$ cat src/rtl/clkmon_pkg.sv
package clkmon_pkg;

    localparam int STAT_W = 8;
    localparam int N_FLT  = 3;

    // fault vector indices; the order matches status bits 5,6,7
    localparam int FI_PC  = 0;
    localparam int FI_FS  = 1;
    localparam int FI_PLL = 2;

    typedef struct packed {
        logic lock_flt;
        logic frame_flt;
        logic bclk_flt;
        logic mem_clr_done;
        logic locked;
        logic ratio_ok;
        logic frame_ok;
        logic bclk_ok;
    } stat_t;

    function automatic logic [N_FLT-1:0] clr_mask(input logic we,
                                                 input logic [STAT_W-1:0] wd);
        return we ? wd[STAT_W-1 -: N_FLT] : '0;
    endfunction

endpackage

$ cat src/rtl/clkmon_sync.sv
module clkmon_sync #(
    parameter int N = 1
) (
    input  logic         clk,
    input  logic         rst,
    input  logic [N-1:0] d,
    output logic [N-1:0] q
);
    logic [N-1:0] stage1;
    logic [N-1:0] stage2;

    always_ff @(posedge clk) begin
        if (rst) begin
            stage1 <= '0;
            stage2 <= '0;
        end else begin
            stage1 <= d;
            stage2 <= stage1;
        end
    end

    assign q = stage2;
endmodule

$ cat src/rtl/clkmon_rate.sv
module clkmon_rate #(
    parameter int WIN_CYC   = 64,
    parameter int MIN_EDGES = 8
) (
    input  logic clk,
    input  logic rst,
    input  logic bclk_rise,
    output logic bclk_ok
);
    localparam int WW = $clog2(WIN_CYC);
    localparam int EW = $clog2(WIN_CYC + 1);
    localparam logic [WW-1:0] WIN_LAST  = WW'(WIN_CYC - 1);
    localparam logic [EW:0]   EDGE_THR  = (EW + 1)'(MIN_EDGES);

    logic [WW-1:0] win_cnt;
    logic [EW-1:0] edge_cnt;
    logic [EW:0]   edge_total;

    assign edge_total = {1'b0, edge_cnt} + (EW + 1)'(bclk_rise);

    always_ff @(posedge clk) begin
        if (rst) begin
            win_cnt  <= '0;
            edge_cnt <= '0;
            bclk_ok  <= 1'b0;
        end else if (win_cnt == WIN_LAST) begin
            win_cnt  <= '0;
            edge_cnt <= '0;
            bclk_ok  <= (edge_total >= EDGE_THR);
        end else begin
            win_cnt  <= win_cnt + 1'b1;
            edge_cnt <= edge_total[EW-1:0];
        end
    end
endmodule

$ cat src/rtl/clkmon_frame.sv
module clkmon_frame #(
    parameter int FS_TIMEOUT = 128,
    parameter int NUM_RATIOS = 2,
    parameter int RATIO_W    = 10,
    parameter logic [NUM_RATIOS*RATIO_W-1:0] RATIO_LIST = {10'd16, 10'd8}
) (
    input  logic clk,
    input  logic rst,
    input  logic frame_rise,
    input  logic bclk_rise,
    output logic frame_ok,
    output logic ratio_ok
);
    localparam int TW = $clog2(FS_TIMEOUT);
    localparam logic [TW-1:0]      T_LAST  = TW'(FS_TIMEOUT - 1);
    localparam logic [RATIO_W-1:0] PER_MAX = '1;

    logic [TW-1:0]         idle_cnt;
    logic [RATIO_W-1:0]    per_cnt;
    logic [RATIO_W-1:0]    per_next;
    logic                  prior_seen;
    logic [NUM_RATIOS-1:0] ratio_hit;

    assign per_next = (per_cnt == PER_MAX) ? per_cnt
                                           : per_cnt + RATIO_W'(bclk_rise);

    for (genvar g = 0; g < NUM_RATIOS; g++) begin : g_ratio
        assign ratio_hit[g] = (per_next == RATIO_LIST[g*RATIO_W +: RATIO_W]);
    end

    always_ff @(posedge clk) begin
        if (rst) begin
            idle_cnt   <= '0;
            per_cnt    <= '0;
            prior_seen <= 1'b0;
            frame_ok   <= 1'b0;
            ratio_ok   <= 1'b0;
        end else if (frame_rise) begin
            idle_cnt   <= '0;
            per_cnt    <= '0;
            prior_seen <= 1'b1;
            frame_ok   <= 1'b1;
            ratio_ok   <= prior_seen & (|ratio_hit);
        end else begin
            per_cnt <= per_next;
            if (idle_cnt == T_LAST) begin
                prior_seen <= 1'b0;
                frame_ok   <= 1'b0;
                ratio_ok   <= 1'b0;
            end else begin
                idle_cnt <= idle_cnt + 1'b1;
            end
        end
    end
endmodule

$ cat src/rtl/clkmon_sticky.sv
module clkmon_sticky #(
    parameter int N = 3
) (
    input  logic         clk,
    input  logic         rst,
    input  logic [N-1:0] live,
    input  logic [N-1:0] clr,
    output logic [N-1:0] fault
);
    logic [N-1:0] live_q;

    for (genvar i = 0; i < N; i++) begin : g_bit
        always_ff @(posedge clk) begin
            if (rst) begin
                live_q[i] <= 1'b0;
                fault[i]  <= 1'b0;
            end else begin
                live_q[i] <= live[i];
                // a falling live flag outranks a simultaneous clear
                fault[i]  <= (live_q[i] & ~live[i]) | (fault[i] & ~clr[i]);
            end
        end
    end
endmodule

$ cat src/rtl/clkmon_status.sv
module clkmon_status
    import clkmon_pkg::*;
#(
    parameter int WIN_CYC    = 64,
    parameter int MIN_EDGES  = 8,
    parameter int FS_TIMEOUT = 128,
    parameter int NUM_RATIOS = 2,
    parameter int RATIO_W    = 10,
    parameter logic [NUM_RATIOS*RATIO_W-1:0] RATIO_LIST = {10'd16, 10'd8}
) (
    input  logic              clk,
    input  logic              rst,
    input  logic              pclk_in,
    input  logic              fsync_in,
    input  logic              pll_lock_in,
    input  logic              sram_clr_done,
    input  logic              wr_en,
    input  logic [STAT_W-1:0] wr_data,
    output logic [STAT_W-1:0] status
);
    logic [2:0]       sync_lvl;
    logic             bclk_q;
    logic             frame_q;
    logic             bclk_rise;
    logic             frame_rise;
    logic             bclk_ok;
    logic             frame_ok;
    logic             ratio_ok;
    logic             mem_done_q;
    logic [N_FLT-1:0] live;
    logic [N_FLT-1:0] fault;
    stat_t            st;

    clkmon_sync #(.N(3)) u_sync (
        .clk (clk),
        .rst (rst),
        .d   ({pll_lock_in, fsync_in, pclk_in}),
        .q   (sync_lvl)
    );

    always_ff @(posedge clk) begin
        if (rst) begin
            bclk_q     <= 1'b0;
            frame_q    <= 1'b0;
            mem_done_q <= 1'b0;
        end else begin
            bclk_q     <= sync_lvl[0];
            frame_q    <= sync_lvl[1];
            mem_done_q <= sram_clr_done;
        end
    end

    assign bclk_rise  = sync_lvl[0] & ~bclk_q;
    assign frame_rise = sync_lvl[1] & ~frame_q;

    clkmon_rate #(
        .WIN_CYC   (WIN_CYC),
        .MIN_EDGES (MIN_EDGES)
    ) u_rate (
        .clk       (clk),
        .rst       (rst),
        .bclk_rise (bclk_rise),
        .bclk_ok   (bclk_ok)
    );

    clkmon_frame #(
        .FS_TIMEOUT (FS_TIMEOUT),
        .NUM_RATIOS (NUM_RATIOS),
        .RATIO_W    (RATIO_W),
        .RATIO_LIST (RATIO_LIST)
    ) u_frame (
        .clk        (clk),
        .rst        (rst),
        .frame_rise (frame_rise),
        .bclk_rise  (bclk_rise),
        .frame_ok   (frame_ok),
        .ratio_ok   (ratio_ok)
    );

    always_comb begin
        live         = '0;
        live[FI_PC]  = bclk_ok;
        live[FI_FS]  = frame_ok & ratio_ok;
        live[FI_PLL] = sync_lvl[2];
    end

    clkmon_sticky #(.N(N_FLT)) u_sticky (
        .clk   (clk),
        .rst   (rst),
        .live  (live),
        .clr   (clr_mask(wr_en, wr_data)),
        .fault (fault)
    );

    always_comb begin
        st.lock_flt     = fault[FI_PLL];
        st.frame_flt    = fault[FI_FS];
        st.bclk_flt     = fault[FI_PC];
        st.mem_clr_done = mem_done_q;
        st.locked       = sync_lvl[2];
        st.ratio_ok     = ratio_ok;
        st.frame_ok     = frame_ok;
        st.bclk_ok      = bclk_ok;
    end

    assign status = st;
endmodule

$ cat config.mk
export PLATFORM = sky130hd
export DESIGN_NAME = clkmon_status
export DESIGN_NICKNAME = d
export VERILOG_FILES = /design/src/rtl/clkmon_pkg.sv /design/src/rtl/clkmon_sync.sv /design/src/rtl/clkmon_rate.sv /design/src/rtl/clkmon_frame.sv /design/src/rtl/clkmon_sticky.sv /design/src/rtl/clkmon_status.sv
export SDC_FILE = /design/constraint.sdc
export NUM_CORES = 1
export LEC_CHECK = 0
export CORE_MARGIN = 5
export CORE_UTILIZATION = 57
export CTS_CLUSTER_DIAMETER = 40
export CTS_CLUSTER_SIZE = 40
export DETAILED_ROUTE_END_ITERATION = 12
export GPL_ROUTABILITY_DRIVEN = 1
export PLACE_DENSITY = 0.79
export SLEW_MARGIN = 10
export SYNTH_ARGS = -nofsm -noshare
export SYNTH_HDL_FRONTEND = slang
export SYNTH_SLANG_ARGS = --single-unit
$ cat constraint.sdc
create_clock -name clk -period 5.9 [get_ports clk]
set_input_delay 1.18 -clock clk [delete_from_list [all_inputs] [get_ports clk]]
set_output_delay 1.18 -clock clk [all_outputs]
set_load 0.01 [all_outputs]
==> flow_metrics.tcl, run 1 <==
set metrics [dict create \
    outcome "completed" \
    synth-seq-cells 48 \
    clkLatencyLatePin_ns 0.36 \
    hold_path_end "u_sync.q[0]$_SDFF_PP0_" \
    ys_types 39 \
    cts_resized 0 \
    routed-wl-met3_um 141 \
    fin_ws_ns 3.29 \
    place.port_buffers 17 \
    dr.max_layer_used "met4" \
    post-place-ws_ns 2.84 \
    diodes 0 \
    drc 0 \
    hold_viol_final 0 \
    relSlewSlack 0.497 \
    layout_commonest_cell "dfxtp_1" \
    drt-met1-wl_um 1590 \
    start_util 0.599 \
    drt_iter0_drc 88 \
    grt_pass1_vias 1456 \
    cts_buffers 5 \
    grt_antenna_before_repair 0 \
    fmaxAchievable_ghz 0.383 \
    synth_cells 212 \
    routed-via-count 1431 \
    worstPathArrival_ns 2.89 \
    gp_congestion 0.838 \
    setup_viol_count_final 0 \
    async_flop_share 0 \
    num_io_pins 23 \
    die_h_um 69.7 \
    cts_hold_buf 0 \
    grt_pass1_wl_um 6490 \
    crit_buf_inv 1 \
    yosysWarnings 0 \
    cp_slowest_cell "clkdlybuf4s50_1" \
    seq_area_um2 961 \
    drt_wl_total_um 3470 \
    rsz0062_at_grt "no" \
    syn-num-nets 233 \
    p_per_area_nw_per_um2 235 \
    wire_per_inst_um 12.8 \
    cts.sinks 48 \
    worstSetupStartpointType "input pin" \
    clkTransAtPathRegs_ns 0.14 \
    tightest_slew_ns 0.753 \
    syn2layout_area_growth_pct 10.5 \
    reg2reg_to "u_frame.ratio_ok$_SDFFE_PP0P_" \
    vdd_drop_max_mv 0.199 \
    synth_seq_area_share 0.473 \
    synth_edf_count 0 \
    fillers 280 \
    cp.depth 3 \
    maxCapViolations 0 \
    dieArea_um2 4860 \
    final_cell_mix "dfxtp_1 (48), nor2_1 (26), clkdlybuf4s50_1 (17)" \
    multi_input_area_um2 983 \
    max_stage_delay_ns 0.80 \
    hpwlAfterDp_um 2550 \
    finish.utilization 0.662 \
    wl_met2_um 1700 \
    synth_area_per_cell_um2 9.58 \
    hold_start "u_sync.stage1[0]$_SDFF_PP0_" \
    r2r_slack_ns 3.81 \
    crit_path_end_kind "flip-flop" \
    crit_required_ns 6.18 \
    cts_tree "yes" \
    dr.pass1.iters 5 \
    path_max_fanout 24 \
    htree_num_levels 2 \
    core-area_um2 3390 \
    nets 244 \
    path_delay_family "buffers and inverters" \
    min_period_over_period 0.443 \
    drive_above_1_share 0.0759 \
    clockBufferDepth 2 \
    period_minus_slack_ns 2.61 \
    p_leak_uw 0.000870 \
    overflow 0 \
    track_usage 0.165 \
    post_cts.repair.setup_buffers 0 \
    r2r-start "u_sync.q[0]$_SDFF_PP0_" \
    finClkSkew_ns 0.0171 \
    hold_path_depth 1 \
    path_class "in -> reg" \
    grt_max_degree 25 \
    postRouteAntennaNets 0 \
    critical_path.cell_chain "clkdlybuf4s50_1 > nand2b_1 > a311oi_1" \
    rows 21 \
    final.setup.tns_ns 0 \
    vias_per_cell 5.30 \
    hp-class "reg -> reg" \
    syn-cell-area_um2 2030 \
    holdWs_ns 0.454 \
    fp.dieW_um 69.7 \
    reg2reg_depth 8 \
    finalMaxSlewViolations 0 \
    synth-main-ff-cell "dfxtp_1" \
    root_buffer "clkbuf_4" \
]
-- per-stage QoR --
| step | area [um^2] | power, uW | cells |
|---|---|---|---|
| final | 2240 | 527 | 270 |
| after floorplan | 2030 | 360 | 212 |
| after CTS | 2240 | 533 | 270 |
| after global routing | 2240 | 555 | 270 |
| after global placement | 2180 | 370 | 262 |
| after detailed placement | 2180 | 371 | 262 |
-- worst max path at each step --
| stage | end | from |
|---|---|---|
| 6_report | u_frame.per_cnt[8]$_SDFF_PP0_ | rst |
| 5_1_grt | u_frame.per_cnt[8]$_SDFF_PP0_ | rst |
| 4_1_cts | u_frame.per_cnt[8]$_SDFF_PP0_ | rst |
| 3_5_place_dp | u_frame.per_cnt[8]$_SDFF_PP0_ | rst |
| 3_3_place_gp | u_frame.idle_cnt[2]$_SDFFE_PP0N_ | rst |
| 2_1_floorplan | u_frame.ratio_ok$_SDFFE_PP0P_ | u_sync.q[0]$_SDFF_PP0_ |
-- layout make-up --
class,count,area share
clock inverter,2,0.00613
tap,46,0.0256
multi-input combinational,149,0.438
inverter,2,0.00334
timing repair buffer,17,0.0758
sequential,48,0.428
clock buffer,6,0.0229
-- metal layers --
| metal | global-route usage | up-vias |
|---|---|---|
| li1 | - | 744 |
| met1 | 0.198 | 657 |
| met2 | 0.268 | 26 |
| met3 | 0.0580 | 4 |
| met4 | 0.0681 | 0 |
| met5 | 0 | - |
-- power by group --
part / switching, uW / total, uW / internal [uW] / leakage, uW
sequential: 4.72 / 337 / 332 / 0.000390
combinational: 12.5 / 27.2 / 14.7 / 0.000441
clock: 104 / 163 / 59.1 / 0.0000386
-- Yosys cell counts (2+ instances only) --
cell / number / area (um^2)
nor2_1: 26 / 97.6
and3_1: 8 / 50.1
inv_1: 2 / 7.51
clkbuf_1: 4 / 15.0
dfxtp_1: 48 / 961
xor2_1: 10 / 87.6
xnor2_1: 10 / 87.6
nor2b_1: 15 / 93.8
and2_1: 4 / 25.0
buf_4: 5 / 37.5
a31oi_1: 6 / 37.5
nand3_1: 9 / 45.0
o21ai_0: 3 / 15.0
and4_1: 3 / 26.3
a21oi_1: 8 / 40.0
mux2i_1: 2 / 20.0
nand4_1: 5 / 31.3
ha_1: 6 / 75.1
nor3_1: 3 / 15.0
mux2_2: 2 / 22.5
nand2_1: 10 / 37.5
a211oi_1: 2 / 15.0
buf_2: 2 / 10.0
nand2b_1: 4 / 25.0
-- registers in the layout, indices dropped and copies added, names as in the netlist --
register and count:
u_frame.ratio_ok 1, frame_q 1, u_frame.prior_seen 1, u_sticky.fault 3, u_frame.idle_cnt 7, u_rate.win_cnt 6
mem_done_q 1, u_sync.stage1 3, u_sticky.live_q 3, u_frame.per_cnt 10, u_rate.bclk_ok 1, u_sync.q 3
bclk_q 1, u_rate.edge_cnt 7
-- cells by family after synthesis --
family | share of synthesized area
compound gates | 0.0826
xor+xnor | 0.0863
fa+ha+maj | 0.0370
mux | 0.0209
flops | 0.473
buf+inv | 0.0425
simple gates | 0.258
No activity file was read; power rests on OpenSTA's default activity.
==> run 2, diff against run 1 <==
--- a/config.mk
+++ b/config.mk
@@ -6,12 +6,12 @@
 export NUM_CORES = 1
 export LEC_CHECK = 0
 export CORE_MARGIN = 5
-export CORE_UTILIZATION = 57
+export CORE_UTILIZATION = 55
 export CTS_CLUSTER_DIAMETER = 40
 export CTS_CLUSTER_SIZE = 40
 export DETAILED_ROUTE_END_ITERATION = 12
 export GPL_ROUTABILITY_DRIVEN = 1
-export PLACE_DENSITY = 0.79
+export PLACE_DENSITY = 0.76
 export SLEW_MARGIN = 10
 export SYNTH_ARGS = -nofsm -noshare
 export SYNTH_HDL_FRONTEND = slang
==> constraint.sdc (replaced) <==
create_clock -name clk -period 2.6 [get_ports clk]
set_input_delay 0.52 -clock clk [delete_from_list [all_inputs] [get_ports clk]]
set_output_delay 0.52 -clock clk [all_outputs]
set_load 0.01 [all_outputs]
==> flow_metrics.tcl, run 2 (synthesis gave the netlist of run 1 again) <==
set metrics [dict create \
    dieArea_um2 5010 \
    place.port_buffers 17 \
    routed-via-count 1418 \
    crit_required_ns 2.85 \
    finish.utilization 0.637 \
    crit_path_end_kind "flip-flop" \
    hold_path_depth 1 \
    start_util 0.563 \
    hpwlAfterDp_um 2410 \
    vdd_drop_max_mv 0.401 \
    tightest_slew_ns 0.508 \
    final_area_um2 2300 \
    r2r-start "u_sync.q[0]$_SDFF_PP0_" \
    post_cts.repair.setup_buffers 0 \
    htree_num_levels 2 \
    min_period_over_period 0.799 \
    cts_resized 0 \
    rsz0062_at_grt "no" \
    hp-class "reg -> reg" \
    setup_viol_count_final 0 \
    dp.cells 265 \
    worstPathArrival_ns 2.33 \
    core-area_um2 3610 \
    fmaxAchievable_ghz 0.481 \
    worstSetupStartpointType "flip-flop" \
    drive_above_1_share 0.0756 \
    drc 0 \
    track_usage 0.149 \
    num_io_pins 23 \
    hold_start "u_sync.stage1[2]$_SDFF_PP0_" \
    path_class "reg -> reg" \
    stdcell_count 273 \
    clock_power_share 0.387 \
    top_register "u_frame.per_cnt" \
    clkLatencyLatePin_ns 0.30 \
    clkTransAtPathRegs_ns 0.08 \
    grt_pass1_vias 1406 \
    cts_hold_buf 0 \
    grt_max_degree 17 \
    reg2reg_depth 8 \
    overflow 0 \
    reg2reg_to "u_frame.ratio_ok$_SDFFE_PP0P_" \
    p_per_area_nw_per_um2 586 \
    p_int_uw 1070 \
    maxCapViolations 0 \
    dpl_cell_area_um2 2190 \
    grt_pass1_wl_um 5990 \
    period_minus_slack_ns 2.08 \
    nets 245 \
    drt_wl_total_um 3380 \
    root_buffer "clkbuf_8" \
    wire_per_inst_um 12.4 \
    syn2layout_area_growth_pct 13.1 \
    p_comb_frac 0.046 \
    pwr-share-seq 0.567 \
    relSlewSlack 0.661 \
    finalMaxSlewViolations 0 \
    finClkSkew_ns 0.00383 \
    final_cell_mix "dfxtp_1 (48), nor2_1 (26), clkdlybuf4s50_1 (17)" \
    cts.sinks 48 \
    hold_viol_final 0 \
    path_max_fanout 7 \
    die_h_um 70.8 \
    clockBufferDepth 2 \
    postRouteAntennaNets 0 \
    p_leak_uw 0.000891 \
    rows 22 \
    diodes 0 \
    cts_tree "yes" \
    final.setup.tns_ns 0 \
    fp.dieW_um 70.8 \
    biggestRegsByFlops "u_frame.per_cnt x10, u_frame.idle_cnt x7, u_rate.edge_cnt x7" \
    outcome "completed" \
    power_switching_share 0.204 \
    vias_per_cell 5.19 \
    dr.pass1.iters 4 \
    r2r_slack_ns 0.52 \
    hold_path_end "u_sync.q[2]$_SDFF_PP0_" \
    drt_iter0_drc 69 \
    grt_antenna_before_repair 0 \
    cts_buffers 5 \
    largest_reg_flops 10 \
    fillers 313 \
    gp_congestion 0.768 \
    switching_power_uw 275 \
    holdWs_ns 0.439 \
    layout_commonest_cell "dfxtp_1" \
]
run 2: cell count changes in the layout (fill, tap and decap cells not counted):
cell       before  now
buf_4           0    1
clkbuf_4        5    0
bufinv_16       0    1
clkbuf_1        0    1
inv_6           1    0
clkbuf_8        1    5
run 2: critical path, cell delays in order (launching register included):
cell	delay, ns
dfxtp_1	0.33
nor2b_1	0.21
ha_1	0.24
ha_1	0.25
and3_2	0.29
xnor2_1	0.14
a31oi_1	0.12
nor4b_2	0.29
a31o_1	0.17
run 2: worst max path at each step:
stage / startpoint / to / slack (ns) / cells after the start
floorplan: u_sync.q[0]$_SDFF_PP0_ / u_frame.ratio_ok$_SDFFE_PP0P_ / 0.69 / 9
global placement: u_sync.q[0]$_SDFF_PP0_ / u_frame.ratio_ok$_SDFFE_PP0P_ / 0.55 / 8
detailed placement: u_sync.q[0]$_SDFF_PP0_ / u_frame.ratio_ok$_SDFFE_PP0P_ / 0.53 / 8
CTS: u_sync.q[0]$_SDFF_PP0_ / u_frame.ratio_ok$_SDFFE_PP0P_ / 0.51 / 8
global route: u_sync.q[0]$_SDFF_PP0_ / u_frame.ratio_ok$_SDFFE_PP0P_ / 0.34 / 8
finish: u_sync.q[0]$_SDFF_PP0_ / u_frame.ratio_ok$_SDFFE_PP0P_ / 0.52 / 8
run 2: routing by layer:
metal / part of all wire / track usage
met1: 0.45 / 0.172
met3: 0.028 / 0.0469
met4: 0.014 / 0.0501
met5: 0 / 0
met2: 0.51 / 0.260
run 2: layout make-up:
cell class	instances	area (um^2)	area share
multi-input combinational	149	983	0.428
sequential	48	961	0.418
timing repair buffer	18	178	0.0773
clock buffer	6	72.6	0.0316
tap	48	60.1	0.0261
clock inverter	2	35.0	0.0153
inverter	2	7.51	0.00327
run 2: power by group through the flow:
stage / sequential [uW] / combinational (uW) / clock, uW
4_1_cts: 763 / 64.3 / 539
3_3_place_gp: 779 / 62.7 / 0
3_5_place_dp: 780 / 64.2 / 0
6_report: 763 / 62.6 / 521
5_1_grt: 766 / 72.5 / 573
2_1_floorplan: 778 / 39.2 / 0
run 2: stage by stage:
step / setup WS [ns] / total power [uW]
after global placement: 0.547 / 842
final: 0.523 / 1350
after CTS: 0.511 / 1370
after detailed placement: 0.527 / 845
after global routing: 0.344 / 1410
after floorplan: 0.693 / 817
==> run 3, diff against run 2 <==
==> constraint.sdc (replaced) <==
create_clock -name clk -period 2 [get_ports clk]
set_input_delay 0.4 -clock clk [delete_from_list [all_inputs] [get_ports clk]]
set_output_delay 0.4 -clock clk [all_outputs]
set_load 0.01 [all_outputs]
==> flow_metrics.tcl, run 3 (synthesis gave the netlist of run 1 again) <==
set metrics [dict create \
    outcome "completed" \
    dieArea_um2 5010 \
    overflow 0 \
    cts_resized 0 \
    hpwlAfterDp_um 2380 \
    nets 248 \
    cts.sinks 48 \
    wire_per_inst_um 11.9 \
    maxCapViolations 0 \
    cts_hold_buf 0 \
    p_leak_uw 0.000914 \
    power_uw 1800 \
    post-place-ws_ns 0.0561 \
    crit_path_end_kind "flip-flop" \
    finish.utilization 0.652 \
    drc 0 \
    biggestRegsByFlops "u_frame.per_cnt x10, u_frame.idle_cnt x7, u_rate.edge_cnt x7" \
    routed-via-count 1429 \
    path_class "reg -> reg" \
    worstPathArrival_ns 2.13 \
    clock_power_share 0.400 \
    start_util 0.563 \
    track_usage 0.145 \
    min_period_over_period 0.939 \
    top_register "u_frame.per_cnt" \
    relSlewSlack 0.737 \
    switching_power_uw 366 \
    core-area_um2 3610 \
    fin_ws_ns 0.121 \
    postRouteAntennaNets 0 \
    pwr-share-seq 0.550 \
    setup_viol_count_final 0 \
    finClkSkew_ns 0.00748 \
    tightest_slew_ns 0.393 \
    hp-class "reg -> reg" \
    p_int_uw 1440 \
    clkLatencyLatePin_ns 0.30 \
    p_comb_frac 0.049 \
    stdcell_count 276 \
    rsz0062_at_grt "no" \
    place.port_buffers 17 \
    rows 22 \
    clkTransAtPathRegs_ns 0.08 \
    gp_congestion 0.801 \
    post_cts.repair.setup_buffers 0 \
    diodes 0 \
    power_switching_share 0.203 \
    grt_pass1_wl_um 5800 \
    vdd_drop_max_mv 0.444 \
    final_cell_mix "dfxtp_1 (48), nor2_1 (26), clkdlybuf4s50_1 (17)" \
    clockBufferDepth 2 \
    fp.dieW_um 70.8 \
    p_per_area_nw_per_um2 766 \
    finalMaxSlewViolations 0 \
    cts_buffers 5 \
    worstSetupStartpointType "flip-flop" \
    drt_iter0_drc 71 \
    drive_above_1_share 0.101 \
    multi_input_area_um2 988 \
    dr.pass1.iters 4 \
    layout_commonest_cell "dfxtp_1" \
    dp.cells 268 \
    fillers 299 \
    grt_pass1_vias 1356 \
    crit_required_ns 2.25 \
    num_io_pins 23 \
    drt_wl_total_um 3290 \
    fmaxAchievable_ghz 0.532 \
    root_buffer "clkbuf_8" \
    die_h_um 70.8 \
    path_max_fanout 7 \
    hold_viol_final 0 \
    htree_num_levels 2 \
    grt_max_degree 17 \
    seq_area_um2 961 \
    cts_tree "yes" \
    syn2layout_area_growth_pct 15.8 \
    grt_antenna_before_repair 0 \
    vias_per_cell 5.18 \
    largest_reg_flops 10 \
    period_minus_slack_ns 1.88 \
    final.setup.tns_ns 0 \
]
run 3: cell type report:
cell class | count | share of cell area
inverters | 2 | 0.00319
repair buffers | 21 | 0.0905
multi-input cells | 149 | 0.420
flip-flops and latches | 48 | 0.409
well taps | 48 | 0.0255
clock buffers | 6 | 0.0351
clock inverters | 2 | 0.0165
run 3: path summary, 6_finish.rpt:
path / depth (start not counted) / end / slack, ns / start
worst max-delay path: 8 / u_frame.ratio_ok$_SDFFE_PP0P_ / 0.12 / u_sync.q[0]$_SDFF_PP0_
worst min-delay path: 1 / u_sync.q[0]$_SDFF_PP0_ / 0.45 / u_sync.stage1[0]$_SDFF_PP0_
worst max register to register: 8 / u_frame.ratio_ok$_SDFFE_PP0P_ / 0.12 / u_sync.q[0]$_SDFF_PP0_
worst min register to register: 1 / u_sync.q[0]$_SDFF_PP0_ / 0.45 / u_sync.stage1[0]$_SDFF_PP0_
run 3: power groups by stage:
stage	Combinational, uW	Clock [uW]	Sequential, uW
floorplan	51.0	0	1010
global placement	87.7	0	1010
detailed placement	89.5	0	1010
CTS	90.2	744	992
global route	101	781	995
finish	89.1	721	992
run 3: routing by layer:
metal,track usage,up-vias,part of all wire
met3,0.0511,7,0.037
met2,0.233,17,0.47
met1,0.181,655,0.48
met4,0.0501,0,0.017
li1,-,750,-
met5,0,-,0
run 3: metrics by stage:
step                area, um^2  hold slack, ns
floorplan                 2030           0.414
global placement          2220           0.417
detailed placement        2220           0.426
CTS                       2350           0.453
global route              2350           0.459
finish                    2350           0.450
run 3: critical path, stage by stage (launching register included):
cell and delay [ns]:
dfxtp_1 0.33, nor2b_2 0.17, ha_2 0.21, ha_1 0.16, and3_2 0.27, xnor2_1 0.14, a31oi_1 0.12, nor4b_2 0.28
a31o_1 0.16
